--- src/rtl/bcr_pkg.sv ---
package bcr_pkg;
  localparam int NUM_BUS = 2;
  localparam int NUM_THR = 2;

  typedef struct packed {
    logic [NUM_BUS-1:0] decBus;
    logic [NUM_THR-1:0] mapWr;
    logic [NUM_THR-1:0] mapVal;
  } bcr_strobe_t;
endpackage

--- src/rtl/bcr_datapath.sv ---
module bcr_datapath
  import bcr_pkg::*;
#(
  parameter int CRED_W    = 3,
  parameter int CRED_INIT = 4
) (
  input  logic                clk,
  input  logic                rst_n,
  input  bcr_strobe_t         strobe,
  output logic [NUM_BUS-1:0]  credLive,
  output logic [NUM_THR-1:0]  mapBus
);
  localparam logic [CRED_W-1:0] INIT_VAL = CRED_W'(CRED_INIT);

  for (genvar b = 0; b < NUM_BUS; b++) begin : g_cred
    logic [CRED_W-1:0] credCnt;
    always_ff @(posedge clk) begin
      if (!rst_n) credCnt <= INIT_VAL;
      else if (strobe.decBus[b] && credCnt != '0) credCnt <= credCnt - 1'b1;
    end
    assign credLive[b] = (credCnt != '0);
  end

  for (genvar t = 0; t < NUM_THR; t++) begin : g_map
    always_ff @(posedge clk) begin
      if (!rst_n) mapBus[t] <= 1'(t);
      else if (strobe.mapWr[t]) mapBus[t] <= strobe.mapVal[t];
    end
  end
endmodule

--- src/rtl/bcr_ctrl.sv ---
module bcr_ctrl
  import bcr_pkg::*;
(
  input  logic               clk,
  input  logic               rst_n,
  input  logic               dualBusCfg,
  input  logic [NUM_THR-1:0] threadReq,
  input  logic               errValid,
  input  logic               errThread,
  input  logic [NUM_BUS-1:0] credLive,
  input  logic [NUM_THR-1:0] mapBus,
  output bcr_strobe_t        strobe,
  output logic [NUM_THR-1:0] grant,
  output logic [NUM_THR-1:0] busSel,
  output logic [NUM_BUS-1:0] busAvail,
  output logic               noBusFault
);
  logic rrPtr;
  logic shared;
  logic blamedBus;

  always_comb begin
    busAvail[0] = credLive[0];
    busAvail[1] = credLive[1] & dualBusCfg;
    shared      = 1'b0;
    busSel      = '0;
    grant       = '0;
    noBusFault  = 1'b0;
    case (busAvail)
      2'b11: begin
        busSel = 2'b10;
        grant  = threadReq;
      end
      2'b01, 2'b10: begin
        shared = 1'b1;
        busSel = {NUM_THR{busAvail[1]}};
        if (threadReq == 2'b11) grant = rrPtr ? 2'b10 : 2'b01;
        else                    grant = threadReq;
      end
      default: noBusFault = 1'b1;
    endcase

    blamedBus            = mapBus[errThread];
    strobe.decBus        = '0;
    strobe.decBus[blamedBus] = errValid & busAvail[blamedBus];
    strobe.mapWr         = grant;
    strobe.mapVal        = busSel;
  end

  always_ff @(posedge clk) begin
    if (!rst_n) rrPtr <= 1'b0;
    else if (shared && grant != '0) rrPtr <= grant[0];
  end
endmodule

--- src/rtl/bus_cred_remap.sv ---
module bus_cred_remap
  import bcr_pkg::*;
#(
  parameter int CRED_W    = 3,
  parameter int CRED_INIT = 4
) (
  input  logic       clk,
  input  logic       rst_n,
  input  logic       dualBusCfg,
  input  logic [1:0] threadReq,
  input  logic       errValid,
  input  logic       errThread,
  output logic [1:0] grant,
  output logic [1:0] busSel,
  output logic [1:0] busAvail,
  output logic       noBusFault
);
  bcr_strobe_t        strobe;
  logic [NUM_BUS-1:0] credLive;
  logic [NUM_THR-1:0] mapBus;

  bcr_ctrl u_ctrl (
    .clk(clk), .rst_n(rst_n), .dualBusCfg(dualBusCfg), .threadReq(threadReq),
    .errValid(errValid), .errThread(errThread), .credLive(credLive),
    .mapBus(mapBus), .strobe(strobe), .grant(grant), .busSel(busSel),
    .busAvail(busAvail), .noBusFault(noBusFault)
  );

  bcr_datapath #(.CRED_W(CRED_W), .CRED_INIT(CRED_INIT)) u_dp (
    .clk(clk), .rst_n(rst_n), .strobe(strobe), .credLive(credLive), .mapBus(mapBus)
  );
endmodule

--- config.mk ---
export PLATFORM = sky130hd
export DESIGN_NAME = bus_cred_remap
export DESIGN_NICKNAME = d
export VERILOG_FILES = /design/src/rtl/bcr_pkg.sv /design/src/rtl/bcr_datapath.sv /design/src/rtl/bcr_ctrl.sv /design/src/rtl/bus_cred_remap.sv
export SDC_FILE = /design/constraint.sdc
export NUM_CORES = 1
export LEC_CHECK = 0
export ABC_AREA = 0
export BUFFER_PORTS_ARGS = -buffer_cell sky130_fd_sc_hd__buf_4
export CAP_MARGIN = 20
export CORE_MARGIN = 2
export CORE_UTILIZATION = 30
export DETAILED_ROUTE_END_ITERATION = 10
export SLEW_MARGIN = 20
export SYNTH_ARGS = -nofsm -noshare
export SYNTH_HDL_FRONTEND = slang
export SYNTH_HIERARCHICAL = 1
export SYNTH_SLANG_ARGS = --single-unit
--- constraint.sdc ---
create_clock -name clk -period 2.53 [get_ports clk]
set_clock_uncertainty 0.05 [all_clocks]
set_input_delay 0.506 -clock clk [delete_from_list [all_inputs] [get_ports clk]]
set_output_delay 0.506 -clock clk [all_outputs]
set_load 0.05 [all_outputs]
==> impl_metrics.csv <==
group,metric,value,unit
run_status,outcome,"finished clean",
pwr,p_per_area,590,nW/um2
finish,final_util,42.3,%
grt,track_usage,10.0,%
grt,grt_pass1_wl,1840,um
logic_synthesis,ys_seq_area_share,29.3,%
route,drt_iter0_markers,16,
setup_path,worstRegToRegCells,11,
setup_path,rrSetupSlack,0.51,ns
clocking,cts-root-buf,"clkbuf_4",
route,drt-pass1-iter-count,4,
floorplanning,dieArea,2430,um2
logic_synthesis,yosysTopAreaCell,"dfxtp_1",
setup_path,r2r-end,"u_dp/mapBus[0]",
setup_path,cp_data_required_time,1.97,ns
placed_design,dp_slack,0.218,ns
setup_path,critPathArrivalTime,1.86,ns
finish,area_delta_synth_final,33.6,%
logic_synthesis,synth-seq-cells,9,
pwr,power_leakage,0.406,nW
clocking,clock_sinks,9,
logic_synthesis,synth_area,614,um2
floorplanning,fp.dieH,49.3,um
grt,grt_max_degree,13,
floorplanning,die_x,49.3,um
logic_synthesis,synth_edf_count,0,
sta,hold_viol_final,0,
placed_design,finalWeightedCongestion,0.661,
setup_path,crit_type,"flip-flop to output port",
logic_synthesis,yosys.cell_count.top_type,"nand2_1",
finish,final_nets,100,
floorplanning,num_io_pins,14,
placed_design,place_area,737,um2
sta,fin_hold_ws,0.408,ns
setup_path,startpoint_type,"flip-flop",
floorplanning,placementRows,16,
sta,worst_slew_pin_slew,0.440,ns
route,viasPerCell,4.43,
sta,setup_ws,0.111,ns
logic_synthesis,synth.distinct_cells,25,
sta,setup_viol,0,
finish,diodes,0,
grt,grt_pass1_vias,464,
setup_path,end_kind,"output port",
min_path,hold_depth,2,
clocking,cts_tree,"yes",
logic_synthesis,syn_nets,83,
min_path,hold_end,"u_dp/g_cred[0].credCnt[0]",
pwr,peakVddDrop,0.000227,V
finish,instances_no_fill,114,
finish,fin_area,821,um2
route,drt.antenna.violating_nets,0,
clocking,clock_latency,0.26,ns
placed_design,port_buffers,13,
route,wl_per_cell,10.1,um
clocking,htree_num_levels,1,
sta,post-route-period-util,95.6,%
min_path,worstHoldStart,"u_dp/g_cred[0].credCnt[0]",
sta,slew_violations,0,
route,wl,1150,um
grt,gr-total-overflow,0,
clocking,clockBufferDepth,2,
route,drc,0,
setup_path,cp_max_fo,5,
grt,grt_antenna_before_repair,0,
logic_synthesis,synth_area_leaders,"dfxtp_1 29%, ha_1 10%, mux2i_1 8.1%, buf_4 6.1%, nand2_1 6.1%",
min_path,min_path_type,"flip-flop to flip-flop",
sta,rsz0062_at_grt,"false",
logic_synthesis,yosysWarnings,6,
logic_synthesis,ys.flop_type,"dfxtp_1",
floorplanning,core,1940,um2
sta,max_freq,413,MHz
clocking,cts_buffers,3,
logic_synthesis,syn_area_per_cell,8.65,um2
logic_synthesis,async_flop_share,0,%
floorplanning,start_util,31.6,%
route,vias,505,
sta,slew_headroom,70.6,%
pwr,power.total,0.484,mW
finish,drive_gt1_share,42.5,%
job,drv_cap,0,
placed_design,place_inst,106,
setup_path,rr_startpoint,"u_dp/g_cred[1].credCnt[0]",
logic_synthesis,yosys.area.top_type_share,29.3,%
sta,fin_tns_setup,0,ns
clocking,clk_pin_slew,0.06,ns
logic_synthesis,yosys-top-cells-count,"10 x nand2_1, 9 x dfxtp_1, 8 x inv_1",
sta,fin_crit,2.42,ns
logic_synthesis,synthCells,71,
-- metal layers --
metal / GRT usage (%) / share of wire, %
met5: 0 / 0
met4: 2.86 / 0.87
met3: 5.83 / 4.4
met2: 17.8 / 50
met1: 9.67 / 45
-- flip-flops by register name, summed over array words and instances (netlist names) --
register             cells
u_ctrl/rrPtr             1
u_dp/g_cred.credCnt      6
u_dp/mapBus              2
-- worst max-delay path: stages, from the launching register on --
cell      delay (ns)
dfxtp_1         0.33
inv_1           0.07
ha_2            0.20
nand2b_4        0.10
nand2_2         0.08
ha_4            0.28
nand2_1         0.08
a211oi_4        0.27
buf_6           0.19
-- layout by cell type, fill, tap and decap left out, types with 3 or more instances in the layout --
cell | synthesis | routed
buf_4 | 5 | 16
nand2_1 | 10 | 9
dfxtp_1 | 9 | 9
inv_1 | 8 | 8
mux2i_1 | 5 | 5
clkbuf_4 | 0 | 3
nor2_1 | 4 | 3
-- power breakdown --
group	internal, mW	leakage, nW	switching [mW]	total [mW]
clock	0.0610	0.0150	0.0531	0.114
combinational	0.0904	0.317	0.116	0.206
sequential	0.156	0.0739	0.00844	0.164
-- worst max-delay path by stage --
stage,start,to
2_1_floorplan,u_dp/g_cred[1].credCnt[0],u_dp/mapBus[1]
3_3_place_gp,u_dp/g_cred[1].credCnt[0],grant[0]
3_5_place_dp,u_dp/g_cred[1].credCnt[0],grant[0]
4_1_cts,u_dp/g_cred[0].credCnt[0],grant[0]
6_report,u_dp/g_cred[1].credCnt[0],grant[0]
5_1_grt,u_dp/g_cred[1].credCnt[0],grant[0]
-- logic make-up (layout without fill, tap and decap cells) --
family / Yosys count / after routing / share of synthesized area, %
buffers and inverters: 14 / 30 / 11.8
adder cells (fa/ha/maj): 5 / 5 / 10.2
AND/OR/NAND/NOR: 29 / 29 / 28.9
AO/OA/AOI/OAI: 9 / 9 / 11.6
flip-flops: 9 / 9 / 29.3
multiplexers: 5 / 5 / 8.15
-- timing repair --
action / 4_1_cts / 5_1_grt
buffers inserted: 1 / 3
pin swaps: 1 / 1
gates resized for setup: 4 / 4
setup endpoints to repair: 2 / 2
hold buffers: 0 / 0
endpoints found under the hold margin: 0 / 0
-- cell type report --
| cell class | instances | area, um2 |
|---|---|---|
| clock buffer | 4 | 26.3 |
| fill | 200 | 1120 |
| inverter | 8 | 30.0 |
| multi-input combinational | 48 | 408 |
| sequential | 9 | 180 |
| tap | 27 | 33.8 |
| timing repair buffer | 18 | 143 |
(Power assumes the default switching activity.)
